File: src/rtl/rxb_pkg.sv
`timescale 1ns/1ps
// Shared types for the serial receive buffer: one queue entry and the
// frame receiver state encoding.
package rxb_pkg;

    // Width of the data byte carried by each queue entry.
    localparam int RXB_DW = 8;

    // One stored byte with the status that belongs to it.
    typedef struct packed {
        logic              ovr;
        logic              ferr;
        logic              bit8;
        logic [RXB_DW-1:0] data;
    } rxb_entry_t;

    typedef enum logic [1:0] {
        RX_IDLE  = 2'd0,
        RX_START = 2'd1,
        RX_DATA  = 2'd2,
        RX_STOP  = 2'd3
    } rxb_state_e;

endpackage

File: src/rtl/rxb_sync.sv
`timescale 1ns/1ps
// Line synchroniser and falling-edge detector.
// Brings the asynchronous serial line into the clock domain through STAGES
// flops and flags a high-to-low transition of the synchronised value.
// Assumes STAGES >= 2 and that the line idles high (reset value is 1).
module rxb_sync #(
    parameter int STAGES = 2
) (
    input  logic clk,
    input  logic rst_n,
    input  logic line_i,
    output logic line_o,
    output logic fall_o
);

    logic [STAGES-1:0] sr_q;
    logic              prev_q;

    // Shift the raw line through the synchroniser and keep the last value.
    always_ff @(posedge clk) begin
        if (!rst_n) begin
            sr_q   <= '1;
            prev_q <= 1'b1;
        end else begin
            sr_q   <= {sr_q[STAGES-2:0], line_i};
            prev_q <= sr_q[STAGES-1];
        end
    end

    assign line_o = sr_q[STAGES-1];
    assign fall_o = prev_q & ~sr_q[STAGES-1];

endmodule

File: src/rtl/rxb_frame.sv
`timescale 1ns/1ps
// Frame receiver.
// Accepts a falling edge as a start candidate while enabled, confirms it by
// a three-sample majority around mid-bit, then collects 8 or 9 data bits LSB
// first and judges the stop bit. Issues a one-cycle done pulse with the
// finished entry (ovr always 0 here) at mid stop bit, then returns to idle
// so the next start edge can be caught during the rest of the stop bit.
// Assumes tick_i pulses for one clock at OS_RATE times the bit rate and
// OS_RATE >= 4.
module rxb_frame
    import rxb_pkg::*;
#(
    parameter int OS_RATE = 16
) (
    input  logic       clk,
    input  logic       rst_n,
    input  logic       line_i,
    input  logic       fall_i,
    input  logic       en_i,
    input  logic       nine_i,
    input  logic       tick_i,
    output logic       done_o,
    output rxb_entry_t entry_o
);

    localparam int CW  = $clog2(OS_RATE);
    localparam int MID = OS_RATE / 2;
    localparam int BW  = $clog2(RXB_DW + 1);
    localparam logic [CW-1:0] S_FIRST = CW'(MID - 1);
    localparam logic [CW-1:0] S_SECND = CW'(MID);
    localparam logic [CW-1:0] S_VOTE  = CW'(MID + 1);
    localparam logic [CW-1:0] C_END   = CW'(OS_RATE - 1);

    rxb_state_e      state_q;
    logic [CW-1:0]   cnt_q;
    logic [BW-1:0]   bit_q;
    logic [1:0]      samp_q;
    logic [RXB_DW:0] shreg_q;
    logic            nine_q;
    logic            done_q;
    rxb_entry_t      out_q;
    logic            vote;
    logic [BW-1:0]   last_bit;

    // Majority of the two held samples and the current one.
    always_comb begin
        vote = (samp_q[1] & samp_q[0]) | (samp_q[1] & line_i) | (samp_q[0] & line_i);
    end

    // Index of the final data bit for the width latched at the start edge.
    always_comb begin
        last_bit = nine_q ? BW'(RXB_DW) : BW'(RXB_DW - 1);
    end

    // Frame sequencing, bit sampling and result capture.
    always_ff @(posedge clk) begin
        if (!rst_n) begin
            state_q <= RX_IDLE;
            cnt_q   <= '0;
            bit_q   <= '0;
            samp_q  <= 2'b11;
            shreg_q <= '0;
            nine_q  <= 1'b0;
            done_q  <= 1'b0;
            out_q   <= '0;
        end else begin
            done_q <= 1'b0;
            if (state_q == RX_IDLE) begin
                if (fall_i && en_i) begin
                    state_q <= RX_START;
                    cnt_q   <= '0;
                    bit_q   <= '0;
                    shreg_q <= '0;
                    nine_q  <= nine_i;
                end
            end else if (tick_i) begin
                cnt_q <= (cnt_q == C_END) ? '0 : cnt_q + CW'(1);
                if (cnt_q == S_FIRST || cnt_q == S_SECND) begin
                    samp_q <= {samp_q[0], line_i};
                end
                if (cnt_q == S_VOTE) begin
                    if (state_q == RX_START) begin
                        if (vote) begin
                            state_q <= RX_IDLE;
                        end
                    end else if (state_q == RX_DATA) begin
                        shreg_q[bit_q] <= vote;
                    end else begin
                        done_q        <= 1'b1;
                        out_q.data    <= shreg_q[RXB_DW-1:0];
                        out_q.bit8    <= nine_q & shreg_q[RXB_DW];
                        out_q.ferr    <= ~vote;
                        out_q.ovr     <= 1'b0;
                        state_q       <= RX_IDLE;
                    end
                end
                if (cnt_q == C_END) begin
                    if (state_q == RX_START) begin
                        state_q <= RX_DATA;
                        bit_q   <= '0;
                    end else if (state_q == RX_DATA) begin
                        if (bit_q == last_bit) begin
                            state_q <= RX_STOP;
                        end else begin
                            bit_q <= bit_q + BW'(1);
                        end
                    end
                end
            end
        end
    end

    assign done_o  = done_q;
    assign entry_o = out_q;


    idle_hold_chk: assert property (@(posedge clk) disable iff (!rst_n)
        (state_q == RX_IDLE && !en_i) |=> (state_q == RX_IDLE));


    false_start_chk: assert property (@(posedge clk) disable iff (!rst_n)
        (state_q == RX_START && tick_i && cnt_q == S_VOTE && vote) |=> (state_q == RX_IDLE && !done_o));


    stop_flag_chk: assert property (@(posedge clk) disable iff (!rst_n)
        (state_q == RX_STOP && tick_i && cnt_q == S_VOTE) |=> (done_o && entry_o.ferr == !$past(vote)));

endmodule

File: src/rtl/rxb_fifo.sv
`timescale 1ns/1ps
// Receive queue of DEPTH entries with a run-time capacity limit.
// compat_i caps occupancy at one entry. A push that finds no room is dropped
// and arms an overrun mark that is written into the next accepted entry.
// A pop on an empty queue does nothing. Pop and push on one edge are both
// honoured, the pop freeing room first. Assumes DEPTH >= 2 and that compat_i
// only changes while the queue is empty.
module rxb_fifo
    import rxb_pkg::*;
#(
    parameter int DEPTH = 2
) (
    input  logic       clk,
    input  logic       rst_n,
    input  logic       push_i,
    input  rxb_entry_t entry_i,
    input  logic       pop_i,
    input  logic       compat_i,
    output rxb_entry_t head_o,
    output logic       nonempty_o
);

    localparam int PW = (DEPTH > 1) ? $clog2(DEPTH) : 1;
    localparam int CW = $clog2(DEPTH + 1);
    localparam logic [PW-1:0] P_LAST = PW'(DEPTH - 1);

    logic [PW-1:0] wptr_q;
    logic [PW-1:0] rptr_q;
    logic [CW-1:0] count_q;
    logic          ovr_pend_q;
    logic [CW-1:0] cap;
    logic [CW-1:0] after_pop;
    logic          pop_eff;
    logic          room;
    logic          wr_en;
    rxb_entry_t    wr_entry;
    rxb_entry_t    slot_w [DEPTH];

    // Capacity, effective pop and admission of the incoming entry.
    always_comb begin
        cap       = compat_i ? CW'(1) : CW'(DEPTH);
        pop_eff   = pop_i && (count_q != '0);
        after_pop = count_q - CW'(pop_eff);
        room      = after_pop < cap;
        wr_en     = push_i && room;
        wr_entry      = entry_i;
        wr_entry.ovr  = ovr_pend_q;
    end

    // One storage register per slot.
    for (genvar g = 0; g < DEPTH; g++) begin : g_slot
        rxb_entry_t slot_q;

        // Load this slot when the write pointer selects it.
        always_ff @(posedge clk) begin
            if (!rst_n) begin
                slot_q <= '0;
            end else if (wr_en && wptr_q == PW'(g)) begin
                slot_q <= wr_entry;
            end
        end

        assign slot_w[g] = slot_q;
    end

    // Pointer, occupancy and overrun-mark bookkeeping.
    always_ff @(posedge clk) begin
        if (!rst_n) begin
            wptr_q     <= '0;
            rptr_q     <= '0;
            count_q    <= '0;
            ovr_pend_q <= 1'b0;
        end else begin
            if (wr_en) begin
                wptr_q <= (wptr_q == P_LAST) ? '0 : wptr_q + PW'(1);
            end
            if (pop_eff) begin
                rptr_q <= (rptr_q == P_LAST) ? '0 : rptr_q + PW'(1);
            end
            count_q <= after_pop + CW'(wr_en);
            if (push_i && !room) begin
                ovr_pend_q <= 1'b1;
            end else if (wr_en) begin
                ovr_pend_q <= 1'b0;
            end
        end
    end

    assign nonempty_o = (count_q != '0);
    assign head_o     = nonempty_o ? slot_w[rptr_q] : '0;


    fill_chk: assert property (@(posedge clk) disable iff (!rst_n)
        (wr_en && !pop_eff) |=> (count_q == $past(count_q) + CW'(1)));


    compat_cap_chk: assert property (@(posedge clk) disable iff (!rst_n)
        (compat_i && nonempty_o && push_i && !pop_i) |=> (count_q == $past(count_q)));


    ovr_mark_chk: assert property (@(posedge clk) disable iff (!rst_n)
        (wr_en && ovr_pend_q && !nonempty_o) |=> head_o.ovr);


    empty_pop_chk: assert property (@(posedge clk) disable iff (!rst_n)
        (!nonempty_o && pop_i && !push_i) |=> (!nonempty_o && head_o == '0));

endmodule

File: src/rtl/uart_rx_buffer.sv
`timescale 1ns/1ps
// Serial receive path with a status-carrying receive queue.
// Synchronises the line, receives frames against an oversample tick and
// queues each byte with its framing, overrun and ninth-bit status. The head
// entry is presented on the read ports and removed by rd_pop_i.
// Assumes os_tick_i is a single-cycle pulse at OS_RATE times the bit rate.
module uart_rx_buffer
    import rxb_pkg::*;
#(
    parameter int OS_RATE     = 16,
    parameter int DEPTH       = 2,
    parameter int SYNC_STAGES = 2
) (
    input  logic              clk,
    input  logic              rst_n,
    input  logic              rx_i,
    input  logic              rx_en_i,
    input  logic              nine_bit_i,
    input  logic              compat_i,
    input  logic              os_tick_i,
    input  logic              rd_pop_i,
    output logic [RXB_DW-1:0] rd_data_o,
    output logic              rd_bit8_o,
    output logic              rd_ferr_o,
    output logic              rd_ovr_o,
    output logic              rx_done_o
);

    logic       line_s;
    logic       line_fall;
    logic       frame_done;
    rxb_entry_t frame_entry;
    rxb_entry_t head;

    rxb_sync #(
        .STAGES (SYNC_STAGES)
    ) sync_i (
        .clk    (clk),
        .rst_n  (rst_n),
        .line_i (rx_i),
        .line_o (line_s),
        .fall_o (line_fall)
    );

    rxb_frame #(
        .OS_RATE (OS_RATE)
    ) frame_i (
        .clk     (clk),
        .rst_n   (rst_n),
        .line_i  (line_s),
        .fall_i  (line_fall),
        .en_i    (rx_en_i),
        .nine_i  (nine_bit_i),
        .tick_i  (os_tick_i),
        .done_o  (frame_done),
        .entry_o (frame_entry)
    );

    rxb_fifo #(
        .DEPTH (DEPTH)
    ) fifo_i (
        .clk        (clk),
        .rst_n      (rst_n),
        .push_i     (frame_done),
        .entry_i    (frame_entry),
        .pop_i      (rd_pop_i),
        .compat_i   (compat_i),
        .head_o     (head),
        .nonempty_o (rx_done_o)
    );

    assign rd_data_o = head.data;
    assign rd_bit8_o = head.bit8;
    assign rd_ferr_o = head.ferr;
    assign rd_ovr_o  = head.ovr;


    empty_zero_chk: assert property (@(posedge clk) disable iff (!rst_n)
        !rx_done_o |-> (rd_data_o == '0 && !rd_bit8_o && !rd_ferr_o && !rd_ovr_o));

endmodule

File: config.mk
export PLATFORM = sky130hd
export DESIGN_NAME = uart_rx_buffer
export DESIGN_NICKNAME = d
export VERILOG_FILES = /design/src/rtl/rxb_pkg.sv /design/src/rtl/rxb_sync.sv /design/src/rtl/rxb_frame.sv /design/src/rtl/rxb_fifo.sv /design/src/rtl/uart_rx_buffer.sv
export SDC_FILE = /design/constraint.sdc
export NUM_CORES = 1
export LEC_CHECK = 0
export ABC_AREA = 1
export BUFFER_PORTS_ARGS = -buffer_cell sky130_fd_sc_hd__clkbuf_2
export CAP_MARGIN = 20
export CORE_ASPECT_RATIO = 1.1
export CORE_MARGIN = 5
export CORE_UTILIZATION = 40
export DETAILED_ROUTE_END_ITERATION = 16
export MAX_ROUTING_LAYER = met4
export PLACE_DENSITY_LB_ADDON = 0.05
export REMOVE_ABC_BUFFERS = 1
export SYNTH_ARGS = -nofsm -noshare
export SYNTH_HDL_FRONTEND = slang
export SYNTH_HIERARCHICAL = 1
export SYNTH_SLANG_ARGS = --single-unit
File: constraint.sdc
create_clock -name clk -period 4.29 [get_ports clk]
set_clock_uncertainty 0.1 [all_clocks]
set_input_delay 0.6435 -clock clk [delete_from_list [all_inputs] [get_ports clk]]
set_output_delay 0.6435 -clock clk [all_outputs]
set_load 0.005 [all_outputs]
## After elaboration in Yosys (flattened, before gate mapping)

Index checks and enable logic that the tools add are counted.

- Output and inout port bits: 12
- Logic and storage cells: 126
- Bits of input ports: 8
- Register bits: 63

- Reductions and logical operators: 24
- Bitwise logic cells: 17
- $lt $le $gt $ge: 4
- Add/sub/neg operators: 6
- Multiplexer cells: 41
- Eq/ne operators: 10

Operators with widths:

| kind | count |
|---|---|
| $mux W9 | 6 |
| $mux W11 | 4 |
| $mux W4 | 11 |
| $mux W2 | 12 |
| $reduce_and A5 Y1 | 3 |
| $eq A4 B4 Y1 const B | 3 |
| $reduce_bool A2 Y1 | 6 |
| $bwmux W9 | 1 |
| $not A1 Y1 | 9 |
| $add A4 B1 Y4 const B | 2 |
| $logic_and A1 B1 Y1 | 7 |
| $mux W1 | 6 |
| $and A1 B1 Y1 | 5 |
| $lt A4 B5 Y1 const B | 1 |
| $reduce_or A5 Y1 | 1 |
| $demux W1 S4 | 1 |
| $eq A4 B3 Y1 const B | 1 |
| $eq A4 B4 Y1 | 1 |
| $ge A4 B1 Y1 const B | 1 |
| $reduce_and A2 Y1 | 2 |
| $ne A3 B1 Y1 const B | 1 |
| $reduce_and A3 Y1 | 1 |
| $reduce_bool A3 Y1 | 1 |
| $add A1 B1 Y1 const B | 2 |
| other kinds (13) | 14 |

## Depth between registers and ports, before layout

Gate-level depths: netlist (run 1).

- Word-level depth: 12
- Gate-level depth with buffers: 12
- Gate-level depth less buffers: 12

## By module

Netlist (run 1), hierarchy kept.

Modules (own cells, without submodules):

| module | cells an instance | times used | area an instance (um^2) |
|---|---|---|---|
| rxb_frame | 251 | 1 | 1786.7 |
| rxb_fifo | 239 | 1 | 1511.4 |
| rxb_sync | 11 | 1 | 90.1 |

## Worst setup path before layout (run 1)

Ideal clock, no wire load.

- Kind: input-to-reg
- From: input rd_pop_i
- To: register fifo_i.count_q[0]
- Required time: 4.081 ns
- Cell stages on the path: 11
- Arrival: 2.048 ns
- Slack: 2.033 ns
- Buffers on the path: 0
- Cell sequence: inv_1 nor2_1 ha_1 xor2_1 ha_1 nor2_8 nand2_1 inv_1 ha_1 nand2_1 inv_1

- Word-level cells in the longest chain between the ends: 5

Ends and longest elaborated chain:

| what | line | text |
|---|---|---|
| from (decl) | uart_rx_buffer.sv:21 | `input logic rd_pop_i,` |
| $logic_and A1 B1 Y1 | rxb_fifo.sv:42 | `pop_eff = pop_i && (count_q != '0);` |
| named net fifo_i.pop_eff | rxb_fifo.sv:33 | `logic pop_eff;` |
| $sub A2 B1 Y2 | rxb_fifo.sv:43 | `after_pop = count_q - CW'(pop_eff);` |
| $lt A2 B2 Y1 | rxb_fifo.sv:44 | `room = after_pop < cap;` |
| $logic_and A1 B1 Y1 | rxb_fifo.sv:45 | `wr_en = push_i && room;` |
| named net fifo_i.wr_en | rxb_fifo.sv:35 | `logic wr_en;` |
| $add A2 B1 Y2 | rxb_fifo.sv:80 | `count_q <= after_pop + CW'(wr_en);` |
| to (signal assigned) | rxb_fifo.sv:80 |  |
| to (decl) | rxb_fifo.sv:29 | `logic [CW-1:0] count_q;` |

The timed path passes the listed nets, and every way through them passes these cells.
A chain may end at the register's enable or synchronous reset.

## Worst setup path after layout (run 1)

- From: register fifo_i.rptr_q
- To: output rd_data_o[7]

- Word-level cells in the longest chain between the ends: 5

Ends and longest elaborated chain:

| what | line | text |
|---|---|---|
| from (decl) | rxb_fifo.sv:28 | `logic [PW-1:0] rptr_q;` |
| from (signal assigned) | rxb_fifo.sv:78 | `rptr_q <= (rptr_q == P_LAST) ? '0 : rptr_q + PW'(1);` |
| $not A1 Y2 (implied by the code) | rxb_fifo.sv:90 | `assign head_o = nonempty_o ? slot_w[rptr_q] : '0;` |
| $mux W11 (implied by the code) (3 in a row) | rxb_fifo.sv:90 |  |
| $mux W11 | rxb_fifo.sv:90 |  |
| to (decl) | uart_rx_buffer.sv:22 | `output logic [RXB_DW-1:0] rd_data_o,` |

No other way between the ends. The select of a mux whose other input is x is not followed.

==> results of run 1 <==
## area by class of cell
class,count,area (µm²),share of cell area
multi-input cells,317,1630,0.436
repair buffers,20,103,0.0274
clock buffers,14,183,0.0487
flip-flops and latches,63,1260,0.336
clock inverters,2,60.1,0.0160
well taps,111,139,0.0370
inverters,98,370,0.0988
## worst max-delay path, cell delays in order, from the launching register on
cell and delay, ns:
dfxtp_1 0.81, o21ai_0 0.25, a21oi_1 0.16, clkbuf_2 0.13
## through the flow
stage          instance area [µm²]  power [µW]  utilization  std cells  worst slack, ns
2_1_floorplan                 3270         719            -        478             1.83
3_3_place_gp                  3510         763        0.422        609             1.57
3_5_place_dp                  3510         764        0.422        609             1.53
4_1_cts                       3750        1400        0.451        625             1.84
5_1_grt                       3750        1450        0.451        625             1.63
6_report                      3750        1380        0.451        625             1.85
## worst max path at each step
stage | from | cells past startpoint | slack, ns | endpoint
2_1_floorplan | rd_pop_i | 11 | 1.83 | fifo_i/count_q[0]
3_3_place_gp | rd_pop_i | 13 | 1.57 | fifo_i/count_q[1]
3_5_place_dp | rd_pop_i | 11 | 1.53 | fifo_i/g_slot[1].slot_q[10]
4_1_cts | fifo_i/rptr_q | 3 | 1.84 | rd_data_o[7]
5_1_grt | frame_i/state_q[0] | 9 | 1.63 | frame_i/entry_o[9]
6_report | fifo_i/rptr_q | 3 | 1.85 | rd_data_o[7]
## report_power, final
group          internal (µW)  switching [µW]  total (µW)
clock network            391             234         626
logic                   41.1            98.4         139
registers                594            16.0         610
total                   1030             349        1380
## cell usage in the layout, fill, tap and decap left out, types with 12 or more instances in the layout
cell type / count
a21oi_1: 33
o211ai_1: 12
dfxtp_1: 63
inv_1: 94
nand4_1: 33
clkbuf_2: 19
nor2_1: 68
clkbuf_8: 13
nand2_1: 101
ha_1: 15
o21ai_0: 26
## layer usage
| layer | up-vias | track usage | wire length [µm] |
|---|---|---|---|
| met4 | 0 | 0.0564 | 86 |
| li1 | 1593 | - | - |
| met3 | 7 | 0.0328 | 218 |
| met5 | - | - | 0 |
| met2 | 33 | 0.251 | 3270 |
| met1 | 1247 | 0.176 | 3340 |
## sequential cells by signal, summed over array words and instances (netlist names), 2 cells and up
name                  cells
fifo_i/g_slot.slot_q     22
frame_i/bit_q             4
fifo_i/count_q            2
frame_i/cnt_q             4
frame_i/entry_o          10
frame_i/state_q           2
frame_i/samp_q            2
frame_i/shreg_q           9
sync_i/sr_q               2
==> impl_metrics.env, run 1 <==
export IMPL_initial_core_util=0.406
export IMPL_cts_tree="yes"
export IMPL_drt_pass1_iter_count=4
export IMPL_period_needed_ns=2.44
export IMPL_dpl_hpwl_um=4900
export IMPL_antenna_found_initial=0
export IMPL_cts_resized=0
export IMPL_routed_via_density=4.61
export IMPL_postSynthCellCount=499
export IMPL_worstHoldStart="sync_i/sr_q[0]"
export IMPL_pin_count=20
export IMPL_power_leakage_uw=0.00167
export IMPL_area_growth_pct=11.0
export IMPL_path_clk_slew_ns=0.07
export IMPL_worstMarginPinSlew_ns=0.757
export IMPL_synth_area_per_cell_um2=6.77
export IMPL_grtUsageTotal=0.150
export IMPL_grt_pass1_vias=2757
export IMPL_vias=2880
export IMPL_maxSlewHeadroom=0.495
export IMPL_final_nets=532
export IMPL_hold_viol_final=0
export IMPL_routedWlPerCell_um=11.1
export IMPL_r2r_end="fifo_i/count_q[0]"
export IMPL_io_buffers=19
export IMPL_rsz0062_at_grt="false"
export IMPL_die_h_um=106
export IMPL_critPathArrivalTime_ns=1.70
export IMPL_fin_tns_setup_ns=0
export IMPL_core_area_um2=8320
export IMPL_grt_max_degree=46
export IMPL_rrSetupSlack_ns=1.90
export IMPL_holdWs_ns=0.307
export IMPL_grt_first_pass_wirelength_um=12600
export IMPL_yosys_warnings=6
export IMPL_cts_setup_buffers=0
export IMPL_fp_dieW_um=97.6
export IMPL_clockBufferDepth=2
export IMPL_fill_cells=908
export IMPL_first_iter_violations=70
export IMPL_path_class="reg2out"
export IMPL_ir_drop_v=0.000155
export IMPL_r2r_cells=11
export IMPL_post_route_period_util=0.569
export IMPL_max_freq_mhz=410
export IMPL_hold_buffers=0
export IMPL_critPathRequiredTime_ns=3.55
export IMPL_drv_cap=0
export IMPL_worst_path_max_fanout=24
export IMPL_cp_end_kind="output pin"
export IMPL_drtAntennaViolNets=0
export IMPL_htree_levels=3
export IMPL_drive_above_1_share=0.0934
export IMPL_hold_path_depth=2
export IMPL_remaining_drc_errors=0
export IMPL_hold_path_class="reg2reg"
export IMPL_grt_ovfl_total=0
export IMPL_fp_row_count=35
export IMPL_syn_area_um2=3380
export IMPL_clk_latency_ns=0.34
export IMPL_clock_sinks=63
export IMPL_setup_viol_count_final=0
export IMPL_r2r_start="fifo_i/count_q[1]"
export IMPL_drt_total_wl_um=6910
export IMPL_maxSlewViolCount=0
export IMPL_cts_buffers=9
export IMPL_outcome="completed"
export IMPL_crit_path_start_kind="register"
export IMPL_cts_root_buf="clkbuf_8"
export IMPL_power_density_nw_per_um2=367
export IMPL_n_antenna_cell=0
export IMPL_fp_dieArea_um2=10400
export IMPL_gp_congestion=0.792
export IMPL_min_to="sync_i/sr_q[1]"
No activity file was read; power rests on OpenSTA's default activity.
==> run 2, diff against run 1 <==
ABC_AREA = 0   (was 1)
clock period = 2.21 ns   (was 4.29 ns; I/O delays follow)
==> run 2 against run 1 <==
  * Clock power grew 56%
  * Flip-flop and latch count is the same
  * Design area grew 0.40%
  * Sequential share of layout area fell by 0.10 points
  * Via count fell by 14%
  * Sequential power grew 90%
  * Die area shrank 5.7%
  * Power rose by 77%
  * Non-clock buffer count up 23
  * Global-route usage shrank 0.084 points
  * Count of clock-buffer cells in the layout down 4
  * Largest cell class unchanged
  * Largest power group is now sequential cells
==> impl_metrics.env, run 2 <==
export IMPL_outcome="completed"
export IMPL_ir_drop_v=0.000253
export IMPL_cts_tree="yes"
export IMPL_critPathArrivalTime_ns=2.36
export IMPL_worst_path_max_fanout=5
export IMPL_fp_row_count=34
export IMPL_routed_via_density=4.95
export IMPL_power_leakage_uw=0.00144
export IMPL_drtAntennaViolNets=0
export IMPL_antenna_found_initial=0
export IMPL_routedWlPerCell_um=13.1
export IMPL_first_iter_violations=92
export IMPL_remaining_drc_errors=0
export IMPL_final_cell_area_um2=3760
export IMPL_crit_path_start_kind="register"
export IMPL_drv_cap=0
export IMPL_path_clk_slew_ns=0.07
export IMPL_r2r_cells=9
export IMPL_cpPeakStageDelay_ns=0.33
export IMPL_worstPathCellList="o21ai_2 -> inv_2 -> ha_4 -> xor2_2 -> ha_1 -> a21boi_4 -> nor3b_4 -> clkbuf_16 -> mux2i_1"
export IMPL_r2r_start="fifo_i/count_q[0]"
export IMPL_grt_max_degree=58
export IMPL_period_needed_ns=2.19
export IMPL_worstHoldStart="rx_i"
export IMPL_hold_buffers=0
export IMPL_htree_levels=3
export IMPL_fill_cells=822
export IMPL_cts_root_buf="clkbuf_8"
export IMPL_fp_dieArea_um2=9790
export IMPL_fp_dieW_um=94.8
export IMPL_power_density_nw_per_um2=645
export IMPL_cts_buffers=9
export IMPL_cts_setup_buffers=0
export IMPL_gp_congestion=0.801
export IMPL_area_growth_pct=19.0
export IMPL_n_antenna_cell=0
export IMPL_dpl_hpwl_um=4530
export IMPL_clock_sinks=63
export IMPL_postPlaceCellArea_um2=3500
export IMPL_clk_latency_ns=0.34
export IMPL_grt_ovfl_total=0
export IMPL_maxSlewHeadroom=0.634
export IMPL_grt_first_pass_wirelength_um=11100
export IMPL_drt_pass1_iter_count=4
export IMPL_most_common_layout_cells="dfxtp_1, nand2_1, mux2i_1"
export IMPL_maxSlewViolCount=0
export IMPL_clockBufferDepth=2
export IMPL_final_common_cell="dfxtp_1"
export IMPL_largest_reg_flops=22
export IMPL_hold_path_class="in2reg"
export IMPL_drt_total_wl_um=6550
export IMPL_synth_area_per_cell_um2=8.96
export IMPL_pin_count=20
export IMPL_fin_tns_setup_ns=0
export IMPL_cp_end_kind="register"
export IMPL_path_class="reg2reg"
export IMPL_final_nets=409
export IMPL_grtUsageTotal=0.149
export IMPL_drive_above_1_share=0.192
export IMPL_top_register="fifo_i/g_slot.slot_q"
export IMPL_core_area_um2=7830
export IMPL_setup_viol_count_final=0
export IMPL_critPathSlowestCell="dfxtp_2"
export IMPL_hold_path_depth=2
export IMPL_post_route_period_util=0.989
export IMPL_worstMarginPinSlew_ns=0.547
export IMPL_hold_viol_final=0
export IMPL_vias=2472
export IMPL_die_h_um=103
export IMPL_rsz0062_at_grt="true"
export IMPL_critPathRequiredTime_ns=2.38
export IMPL_io_buffers=19
export IMPL_cp_startpoint="fifo_i/count_q[0]"
export IMPL_yosys_warnings=6
export IMPL_postSynthCellCount=353
export IMPL_max_freq_mhz=457
export IMPL_syn_area_um2=3160
export IMPL_grt_pass1_vias=2339
export IMPL_initial_core_util=0.404
[run 2: path summary, 6_finish.rpt]
check / end / slack [ns]
worst max register to register: fifo_i/g_slot[1].slot_q[9] / 0.02
worst min register to register: sync_i/sr_q[1] / 0.32
worst min-delay path: sync_i/sr_q[0] / 0.07
worst max-delay path: fifo_i/g_slot[1].slot_q[9] / 0.02
[run 2: power breakdown]
group | internal [µW] | switching, µW
clock | 517 | 462
sequential | 1150 | 10.8
combinational | 136 | 153
[run 2: worst max-delay path: cells and delay by family, from the launching register on]
family,cells,cell delay [ns]
multiplexers,1,0.17
flip-flops,1,0.33
buffers and inverters,2,0.28
AND/OR/NAND/NOR,1,0.31
adder cells (fa/ha/maj),2,0.45
AO/OA/AOI/OAI,2,0.30
XOR/XNOR,1,0.18
[run 2: through the flow]
step | cells | worst slack, ns | total power (µW) | util | hold slack [ns]
2_1_floorplan | 332 | -0.872 | 1330 | - | 0.286
3_3_place_gp | 482 | -0.0567 | 1440 | 0.447 | 0.293
3_5_place_dp | 482 | -0.0845 | 1450 | 0.447 | 0.297
4_1_cts | 498 | 0.0321 | 2440 | 0.472 | 0.0585
5_1_grt | 499 | -0.0730 | 2560 | 0.481 | 0.0743
6_report | 499 | 0.0240 | 2430 | 0.481 | 0.0719
[run 2: layout make-up]
| class | instances | area [µm²] | share of cell area |
|---|---|---|---|
| Clock buffer | 10 | 128 | 0.0339 |
| Clock inverter | 6 | 61.3 | 0.0163 |
| Inverter | 12 | 45.0 | 0.0120 |
| Multi-Input combinational cell | 257 | 1820 | 0.482 |
| Sequential cell | 63 | 1260 | 0.335 |
| Tap cell | 108 | 135 | 0.0359 |
| Timing Repair Buffer | 43 | 318 | 0.0844 |
[run 2: timing repair]
| item | CTS | global route |
|---|---|---|
| cloned | 0 | 1 |
| pin swaps | 0 | 4 |
| gates resized for setup | 2 | 10 |
| endpoints found under the setup margin | 13 | 25 |
[run 2: metal layers]
metal,track usage,vias up,part of all wire
met5,-,-,0
met4,0.0821,0,0.024
met3,0.0304,14,0.037
met2,0.236,49,0.47
met1,0.176,1117,0.47
li1,-,1292,-
